===== src/rtl/msearch_pkg.sv =====
package msearch_pkg;

    typedef enum logic [2:0] {
        S_IDLE,
        S_P1_SEND,
        S_P1_WAIT,
        S_P2_SEND,
        S_P2_WAIT,
        S_DONE
    } srch_state_e;

endpackage


===== src/rtl/msearch_targets.sv =====
module msearch_targets #(
    parameter int N_CORE = 8,
    localparam int N_BANK = 2 * N_CORE,
    localparam int CORE_W = $clog2(N_CORE)
) (
    input  logic [CORE_W-1:0] core,
    output logic [N_BANK-1:0] mask_first,
    output logic [N_BANK-1:0] mask_second
);

    // Local bank g sits beside core g; central banks follow the local ones.
    for (genvar g = 0; g < N_CORE; g++) begin : g_bank
        assign mask_first[g]           = (core == CORE_W'(g));
        assign mask_second[g]          = (core != CORE_W'(g));
        assign mask_first[N_CORE + g]  = 1'b1;
        assign mask_second[N_CORE + g] = 1'b0;
    end

endmodule


===== src/rtl/msearch_tracker.sv =====
module msearch_tracker #(
    parameter int N_BANK = 16,
    localparam int BANK_W = $clog2(N_BANK)
) (
    input  logic              clk,
    input  logic              rst_n,
    input  logic              load,
    input  logic [N_BANK-1:0] load_mask,
    input  logic              clear,
    input  logic [N_BANK-1:0] rsp_vld,
    input  logic [N_BANK-1:0] rsp_hit,
    output logic [N_BANK-1:0] pending,
    output logic              hit_any,
    output logic [BANK_W-1:0] hit_idx,
    output logic              drained
);

    logic [N_BANK-1:0] live_hits;

    // Only banks still awaited in this round may contribute.
    assign live_hits = pending & rsp_vld & rsp_hit;
    assign hit_any   = |live_hits;
    assign drained   = (pending != '0) && ((pending & ~rsp_vld) == '0);

    // Lowest index wins among same-cycle hits.
    always_comb begin
        hit_idx = '0;
        for (int i = N_BANK - 1; i >= 0; i--) begin
            if (live_hits[i]) hit_idx = BANK_W'(i);
        end
    end

    always_ff @(posedge clk) begin
        if (!rst_n) begin
            pending <= '0;
        end else if (load) begin
            pending <= load_mask;
        end else if (clear) begin
            pending <= '0;
        end else begin
            pending <= pending & ~rsp_vld;
        end
    end

    // outside a load, the awaited set never gains members.
    p_pending_shrinks_r8: assert property (@(posedge clk) disable iff (!rst_n)
        !load |=> ((pending & ~$past(pending)) == '0));

endmodule


===== src/rtl/msearch_seq.sv =====
module msearch_seq
    import msearch_pkg::*;
#(
    parameter int N_CORE   = 8,
    parameter int ADDR_W   = 40,
    parameter int LINE_OFF = 6,
    parameter int SET_W    = 4,
    localparam int N_BANK = 2 * N_CORE,
    localparam int BANK_W = $clog2(N_BANK),
    localparam int CORE_W = $clog2(N_CORE)
) (
    input  logic              clk,
    input  logic              rst_n,
    input  logic              req_valid,
    input  logic [ADDR_W-1:0] req_addr,
    input  logic [CORE_W-1:0] req_core,
    output logic              busy,
    output logic [N_BANK-1:0] probe_vld,
    output logic [SET_W-1:0]  probe_set,
    input  logic [N_BANK-1:0] rsp_vld,
    input  logic [N_BANK-1:0] rsp_hit,
    output logic              res_valid,
    output logic              res_hit,
    output logic [BANK_W-1:0] res_bank,
    output logic [ADDR_W-1:0] res_addr
);

    srch_state_e state_q, state_d;

    logic [ADDR_W-1:0] addr_q;
    logic [CORE_W-1:0] core_q;
    logic              hit_q;
    logic [BANK_W-1:0] bank_q;

    logic [N_BANK-1:0] mask_first, mask_second;
    logic [N_BANK-1:0] pending;
    logic              hit_any, drained;
    logic [BANK_W-1:0] hit_idx;
    logic              trk_load, trk_clear;
    logic [N_BANK-1:0] trk_mask;
    logic              in_wait;

    msearch_targets #(.N_CORE(N_CORE)) u_targets (
        .core        (core_q),
        .mask_first  (mask_first),
        .mask_second (mask_second)
    );

    msearch_tracker #(.N_BANK(N_BANK)) u_tracker (
        .clk       (clk),
        .rst_n     (rst_n),
        .load      (trk_load),
        .load_mask (trk_mask),
        .clear     (trk_clear),
        .rsp_vld   (rsp_vld),
        .rsp_hit   (rsp_hit),
        .pending   (pending),
        .hit_any   (hit_any),
        .hit_idx   (hit_idx),
        .drained   (drained)
    );

    assign in_wait = (state_q == S_P1_WAIT) || (state_q == S_P2_WAIT);

    // Next-state logic
    always_comb begin
        state_d = state_q;
        unique case (state_q)
            S_IDLE:    if (req_valid) state_d = S_P1_SEND;
            S_P1_SEND: state_d = S_P1_WAIT;
            S_P1_WAIT: begin
                if (hit_any)      state_d = S_DONE;
                else if (drained) state_d = S_P2_SEND;
            end
            S_P2_SEND: state_d = S_P2_WAIT;
            S_P2_WAIT: begin
                if (hit_any || drained) state_d = S_DONE;
            end
            S_DONE:    state_d = S_IDLE;
            default:   state_d = S_IDLE;
        endcase
    end

    // State register
    always_ff @(posedge clk) begin
        if (!rst_n) state_q <= S_IDLE;
        else        state_q <= state_d;
    end

    // Outputs and tracker control
    always_comb begin
        busy      = 1'b1;
        probe_vld = '0;
        res_valid = 1'b0;
        trk_load  = 1'b0;
        trk_mask  = mask_first;
        trk_clear = 1'b0;
        unique case (state_q)
            S_IDLE:    busy = 1'b0;
            S_P1_SEND: begin
                probe_vld = mask_first;
                trk_load  = 1'b1;
                trk_mask  = mask_first;
            end
            S_P1_WAIT: trk_clear = hit_any;
            S_P2_SEND: begin
                probe_vld = mask_second;
                trk_load  = 1'b1;
                trk_mask  = mask_second;
            end
            S_P2_WAIT: trk_clear = hit_any;
            S_DONE:    res_valid = 1'b1;
            default:   busy = 1'b0;
        endcase
    end

    // Request and result registers
    always_ff @(posedge clk) begin
        if (!rst_n) begin
            addr_q <= '0;
            core_q <= '0;
            hit_q  <= 1'b0;
            bank_q <= '0;
        end else begin
            if (state_q == S_IDLE && req_valid) begin
                addr_q <= req_addr;
                core_q <= req_core;
                hit_q  <= 1'b0;
                bank_q <= '0;
            end
            if (in_wait && hit_any) begin
                hit_q  <= 1'b1;
                bank_q <= hit_idx;
            end
        end
    end

    assign probe_set = addr_q[LINE_OFF +: SET_W];
    assign res_hit   = hit_q;
    assign res_bank  = bank_q;
    assign res_addr  = addr_q;

    // probe vectors are single-cycle pulses.
    p_probe_pulse_r2: assert property (@(posedge clk) disable iff (!rst_n)
        (probe_vld != '0) |=> (probe_vld == '0));

    // the first round reaches the core's own bank plus every central bank.
    p_first_size_r2: assert property (@(posedge clk) disable iff (!rst_n)
        (state_q == S_P1_SEND) |-> ($countones(probe_vld) == N_CORE + 1));

    // the second round reaches the remaining local banks only.
    p_second_size_r5: assert property (@(posedge clk) disable iff (!rst_n)
        (state_q == S_P2_SEND) |-> ($countones(probe_vld) == N_CORE - 1));

    // a first-round hit comes from the core's own bank or a central one.
    p_first_hit_src_r4: assert property (@(posedge clk) disable iff (!rst_n)
        (state_q == S_P1_WAIT && hit_any) |->
            (hit_idx >= BANK_W'(N_CORE) || hit_idx == BANK_W'(core_q)));

    // a second-round hit comes from another core's local bank.
    p_second_hit_src_r6: assert property (@(posedge clk) disable iff (!rst_n)
        (state_q == S_P2_WAIT && hit_any) |->
            (hit_idx < BANK_W'(N_CORE) && hit_idx != BANK_W'(core_q)));

    // the bankset index holds while a search runs.
    p_set_stable_r3: assert property (@(posedge clk) disable iff (!rst_n)
        (busy && $past(busy)) |-> $stable(probe_set));

    // the result strobe lasts one cycle.
    p_res_pulse_r10: assert property (@(posedge clk) disable iff (!rst_n)
        res_valid |=> !res_valid);

    // no new search starts while one is in progress.
    p_no_reaccept_r9: assert property (@(posedge clk) disable iff (!rst_n)
        busy |=> (state_q != S_P1_SEND));

endmodule


===== config.mk =====
export PLATFORM = sky130hd
export DESIGN_NAME = msearch_seq
export DESIGN_NICKNAME = d
export VERILOG_FILES = /design/src/rtl/msearch_pkg.sv /design/src/rtl/msearch_targets.sv /design/src/rtl/msearch_tracker.sv /design/src/rtl/msearch_seq.sv
export SDC_FILE = /design/constraint.sdc
export NUM_CORES = 1
export LEC_CHECK = 0
export BUFFER_PORTS_ARGS = -buffer_cell sky130_fd_sc_hd__buf_2
export CAP_MARGIN = 20
export CORE_ASPECT_RATIO = 0.5
export CORE_UTILIZATION = 40
export CTS_BUF_LIST = sky130_fd_sc_hd__clkbuf_8
export DETAILED_ROUTE_END_ITERATION = 10
export PLACE_DENSITY = 0.73
export SETUP_SLACK_MARGIN = 0.15
export SLEW_MARGIN = 15
export SYNTH_ARGS = -nofsm -noshare
export SYNTH_HDL_FRONTEND = slang
export SYNTH_SLANG_ARGS = --single-unit

===== constraint.sdc =====
create_clock -name clk -period 1.8 [get_ports clk]
set_input_delay 0.09 -clock clk [delete_from_list [all_inputs] [get_ports clk]]
set_output_delay 0.09 -clock clk [all_outputs]
set_load 0.05 [all_outputs]

### Word level (Yosys, flattened, before mapping)

Index checks and enable logic that the tools add are counted.

| storage, ports and cells | value |
|---|---|
| latch bits | 0 |
| memory bits (writable) | 0 |
| output and inout port bits | 67 |
| bits of input ports | 78 |
| bits in read-only memories | 0 |
| bits in registers | 67 |
| memories | 0 |
| logic and storage cells | 81 |

| cells by class | value |
|---|---|
| order comparisons | 0 |
| $mul | 0 |
| div/mod/pow operators | 0 |
| reductions and logical operators | 16 |
| shift operators | 0 |
| multiplexer cells | 33 |
| equal/unequal tests | 22 |
| bitwise operators | 4 |
| add/sub/neg operators | 0 |

Operators by type and width:

| cell | number |
|---|---|
| $mux 4 | 18 |
| $and 16x16->16 | 3 |
| $mux 16 | 3 |
| $pmux 16 s2 | 1 |
| $eq 3x3->1 const B | 6 |
| $logic_not 16->1 | 1 |
| $not 16->16 | 1 |
| $reduce_bool 16->1 | 1 |
| $reduce_or 16->1 | 1 |
| $ne 3x3->1 const B | 5 |
| $pmux 3 s5 | 1 |
| $eq 3x2->1 const B | 4 |
| $mux 3 | 4 |
| $eq 3x1->1 const B | 2 |
| $logic_not 3->1 | 2 |
| $mux 1 | 6 |
| $ne 3x2->1 const B | 2 |
| $reduce_or 5->1 | 1 |
| $reduce_or 2->1 | 2 |
| $logic_and 1x1->1 | 3 |
| $ne 3x1->1 const B | 1 |
| $reduce_and 3->1 | 1 |
| $reduce_bool 3->1 | 1 |
| $logic_or 1x1->1 | 2 |
| other kinds (3) | 3 |

### Longest topological paths before layout

| depth | value |
|---|---|
| word-level depth | 19 |
| mapped depth | 7 |
| gate-level depth less buffers | 5 |

### By module

A second synthesis with hierarchy kept.

| second synthesis, totals | value |
|---|---|
| cell total of the unflattened synthesis | 457 |
| area total of the unflattened synthesis | 3827.4 um2 |

By module, submodules not included:

| module | seq. area each (um2) | times used | area each (um2) | cells an instance |
|---|---|---|---|---|
| msearch_seq | 1021.0 | 1 | 2508.7 | 291 |
| msearch_tracker | 320.3 | 1 | 1033.5 | 129 |
| msearch_targets | 0.0 | 1 | 285.3 | 37 |

### Worst setup path before layout

OpenSTA, ideal clock, no wires.

| path | value |
|---|---|
| kind | flip-flop to flip-flop |
| start | reg state_q[2] |
| end | reg u_tracker.pending[10] |
| buffers on the path | 2 |
| arrival time | 2.148 ns |
| cell stages (with the launch flop) | 7 |
| library setup time | 0.087 ns |
| setup slack | -0.435 ns |
| clock period less this slack | 2.235 ns |
| data required time | 1.713 ns |
| cells stage by stage | dfxtp_1 > buf_2 > nand2b_1 > clkbuf_1 > nor2_1 > nand2_1 > o31ai_1 |

| between the ends | value |
|---|---|
| word-level cells in the longest chain between the ends | 5 |
| elaborated cells on any way between the ends | 11 |
| classes of those cells | eq/ne: 4; mux: 5; reduce/logical: 2 |

Ends and longest elaborated chain:

| what | line | text |
|---|---|---|
| start: declaration | msearch_seq.sv:28 | `srch_state_e state_q, state_d;` |
| start signal: assignment | msearch_seq.sv:87 | `else state_q <= state_d;` |
| $eq 3x2->1 or $eq 3x3->1 (tied branches) | msearch_seq.sv:98 | `unique case (state_q)` |
| $reduce_or 2->1 (no source line) | n/a |  |
| $mux 1 | msearch_seq.sv:98 |  |
| $mux 16 | msearch_tracker.sv:38 | `end else if (clear) begin` |
| $mux 16 * | msearch_tracker.sv:36 | `end else if (load) begin` |
| end signal: assignment | msearch_tracker.sv:37 | `pending <= load_mask;` |
| end signal: assignment | msearch_tracker.sv:41 | `pending <= pending & ~rsp_vld;` |
| end: declaration | msearch_tracker.sv:12 | `output logic [N_BANK-1:0] pending,` |

Mark *: on every way between the ends. The rest lies on a longest branch, timed or not.
A chain may end at the register's enable or synchronous reset.

### Worst setup path in the final report

| path | value |
|---|---|
| start | reg u_tracker.pending[11] |
| end | reg state_q[1] |

| between the ends | value |
|---|---|
| word-level cells in the longest chain between the ends | 6 |
| elaborated cells on any way between the ends | 13 |
| classes of those cells | eq/ne: 2; mux: 2; bitwise: 3; reduce/logical: 6 |

Ends and longest elaborated chain:

| what | line | text |
|---|---|---|
| $and 16x16->16, on equally long branches | msearch_tracker.sv:21, msearch_tracker.sv:23 |  |
| $and 16x16->16 or $logic_not 16->1 (tied branches) | msearch_tracker.sv:21, msearch_tracker.sv:23 |  |
| $reduce_or 16->1 or $logic_and 1x1->1 (tied branches) | msearch_tracker.sv:22, msearch_tracker.sv:23 |  |
| $logic_or 1x1->1 | msearch_seq.sv:77 | `if (hit_any \|\| drained) state_d = S_DONE;` |
| $ne 2x1->1 (no source line) | n/a |  |
| $reduce_and 3->1 (no source line) | n/a |  |

Parallel ways exist; a longest one is shown, timed or not.

==> key figures <==
Floorplanning
  – Initial Utilization: 42.37%
  – Die area: 0.008343 mm²
  – Rows: 22
  – Core box area: 0.007515 mm²
  – Die width: 128.2 µm
  – Die Span Y: 65.09 µm
  – IO Pins: 145

GRT
  – GRT Total Usage: 22.29%
  – First-pass GRT wire length: around 14000 µm
  – Initial antenna violation count: 0
  – Largest net degree at the start of global routing: 44
  – Number of global-route vias before repair: 3088
  – Remaining Overflow, GRT: 0

STA
  – Slew @ Worst Pin: 471.5 ps
  – Fin. max-slew vios: 0
  – Final hold vios: 0
  – Final Cycle Share: 95.47%
  – Final min period: 1718 ps
  – Setup TNS: 0 ps
  – Slew margin rel.: 67.76%
  – Worst hold margin: approximately 51 ps
  – Final setup vio count: 0
  – RSZ-0062 raised after global routing: true
  – Clock Skew: 4.361 ps
  – Max Freq: about 0.58 GHz

Cells and area
  – Sequential Area: 0.001351 mm²
  – Filler cells: about 670
  – Share of layout cells above drive strength 1: 37.04%
  – Area growth syn-to-layout: 49.86%
  – Post-layout util: 63.50%
  – Final nets: between 600 and 700
  – ANT cells: 0
  – Multi-input logic area: 0.001773 mm²

Route
  – ANT nets after route: 0
  – WL/cell: 13.59 µm
  – WL final: 9175 µm
  – DR vias: 3292
  – Residual DRC: 0
  – DRT Pass-1 Iters: 4
  – Vias per Instance: 4.877
  – DR iter-0 viols: 175

Yosys
  – Mapped Nets: 467
  – Sequential area share after synthesis: 42.12%
  – Syn_area_per_cell: 8.186 µm²
  – Synthesized instance count: 389
  – #FFs+latches synth: 67
  – Distinct cells, synth: 47
  – Mapped cell area: 0.003184 mm²
  – YS warnings: 0

Pwr
  – Peak VDD IR: 0.0003935 V
  – Leakage Power: between 2 and 2.5 nW
  – Tot Pwr: 0.005136 W
  – Power Density: 1076 mW/mm²

Worst setup path
  – Launch point of the worst path: u_tracker.pending[11]
  – CP Capture Type: flop
  – CP Buf/Inv Count: 0
  – Worst setup SP type: flop
  – Worst r2r src: u_tracker.pending[11]
  – CP Class: flop to flop
  – Critical Path, Cell by Cell: nand3_2 -> nand4_1 -> or4_4 -> or4_1 -> nand2_1
  – CP required: between 2000 and 2500 ps
  – Critical Path AT: ~2000 ps
  – Max Fanout on Critical Path: 8
  – Worst path max stage delay: ~600 ps
  – Slowest stage cell, crit path: or4_4
  – CP delay by family, top: simple AND/OR/NAND/NOR gates

Min path
  – Worst hold start: rsp_vld[14]
  – Min-Delay Path Class: primary input to flop

Clocking
  – Root Buffer: clkbuf_8
  – CTS clk-pin slew, worst paths: 70 ps
  – Max clock buf depth: 2
  – Inserted Clock Buffers: 9
  – Latest clock arrival within the worst-skew pair: 350 ps
  – CTS tree: built
  – Max H-tree Level: 3
  – Clk sinks: 67

Placed design
  – I/O Buffers: 144
  – GPL Wtd Cong: between 0.9 and 1
  – DP HPWL: 6106 µm

Flow run
  – Max-cap violations: 0

Outcome
  – Status: finished, final reports clean
## cell usage after synthesis (all sizes together)
cell	n	area (µm²)
nor3	3	15.01
a22o	1	10.01
o31a	2	20.02
dfxtp	67	1341
o31ai	9	67.56
nand2b	8	50.05
o211a	2	20.02
or3	1	6.260
nand3	21	115.1
o211ai	1	7.510
nor4	5	31.28
o2111ai	1	8.760
a31oi	3	18.77
mux2i	1	10.01
nand3b	3	22.52
inv	2	7.510
and3	6	42.54
nor3b	2	15.01
nand4b	3	26.28
and3b	1	8.760
clkbuf	16	60.06
xor2	4	35.03
a211oi	1	7.510
and4	1	8.760
a21oi	2	10.01
and2	2	12.51
o32ai	1	8.760
nand2	104	392.9
or4	2	18.77
a32o	8	80.08
a21boi	44	330.3
nor2b	11	68.82
nor2	14	52.55
a2111oi	2	17.52
xnor2	5	43.79
o21a	1	7.510
nand4	5	31.28
buf	21	135.1
o21ai	3	18.77
## state kept, by name (all words and copies together), names as in the netlist
register           count
u_tracker.pending     16
core_q                 3
res_hit                1
state_q                3
res_bank               4
res_addr              40
## what timing repair did
item / CTS / global route
setup buffers: 1 / 2
hold buffers: 43 / 0
setup endpoints to repair: 65 / 67
pin swaps: 7 / 5
gates resized for setup: 20 / 15
hold endpoints to repair: 43 / 0
## path summary, 6_finish.rpt
kind | slack (ps) | end | depth (start not counted)
max | 80 | state_q[1] | 5
min | 50 | u_tracker.pending[14] | 4
max reg2reg | 80 | state_q[1] | 5
min reg2reg | 460 | res_addr[14] | 2
## cells in the final DEF, fill, tap and decap left out, types with 4 or more instances in the layout
master / instances
nor2b_1: 11
nor2_4: 7
and3_1: 4
nand2_1: 103
a32o_1: 8
nor4_1: 5
o31ai_1: 7
buf_6: 7
nand3_1: 14
dfxtp_2: 8
dfxtp_1: 59
nor2_1: 5
xor2_1: 4
buf_2: 136
a21boi_0: 44
nand2b_1: 7
nand3_2: 6
buf_4: 13
clkbuf_8: 14
xnor2_1: 5
dlygate4sd3_1: 43
nand4_1: 5
## logic make-up (layout without fill, tap and decap cells)
| logic type | count (synthesis) | in the layout | share of synthesized area (%) |
|---|---|---|---|
| buf+inv | 39 | 217 | 6.366 |
| xor+xnor | 9 | 9 | 2.475 |
| compound gates | 81 | 81 | 19.88 |
| mux | 1 | 1 | 0.3144 |
| flops | 67 | 67 | 42.12 |
| simple gates | 192 | 192 | 28.84 |
## per-layer routing
| metal | wire, µm | vias to the layer above | global-route usage (%) |
|---|---|---|---|
| li1 | - | 1685 | - |
| met1 | 4130 | 1493 | 26.44 |
| met2 | 4463 | 99 | 38.78 |
| met3 | 442 | 15 | 6.433 |
| met4 | 139 | 0 | 7.941 |
| met5 | 0 | - | 0 |
## report_power, final
part | internal [W] | total, W | switching, W
clock network | 0.000679 | 0.00122 | 0.000539
logic | 0.000652 | 0.00211 | 0.00146
registers | 0.00168 | 0.00181 | 0.000134
total | 0.00301 | 0.00514 | 0.00213
## final cells by class
type / count / area share [%]
Clock buffer: 14 / 4.038
Clock inverter: 1 / 0.1049
Inverter: 2 / 0.1573
Multi-Input combinational cell: 283 / 37.15
Sequential cell: 67 / 28.32
Tap cell: 108 / 2.832
Timing Repair Buffer: 200 / 27.40
## per-stage QoR
| stage | instances | setup slack (ps) | area [µm²] |
|---|---|---|---|
| detailed placement | 614 | 101.4 | 3989 |
| CTS | 673 | 155.2 | 4697 |
| global placement | 614 | 133.3 | 3989 |
| floorplan | 389 | 113.1 | 3254 |
| finish | 675 | 81.56 | 4772 |
| global route | 675 | 33.55 | 4772 |
## tightest hold or removal path, stage by stage
cell and delay, ps:
buf_2 90, inv_1 50, nand3_1 50, o21ai_0 60
(Power assumes the default switching activity.)
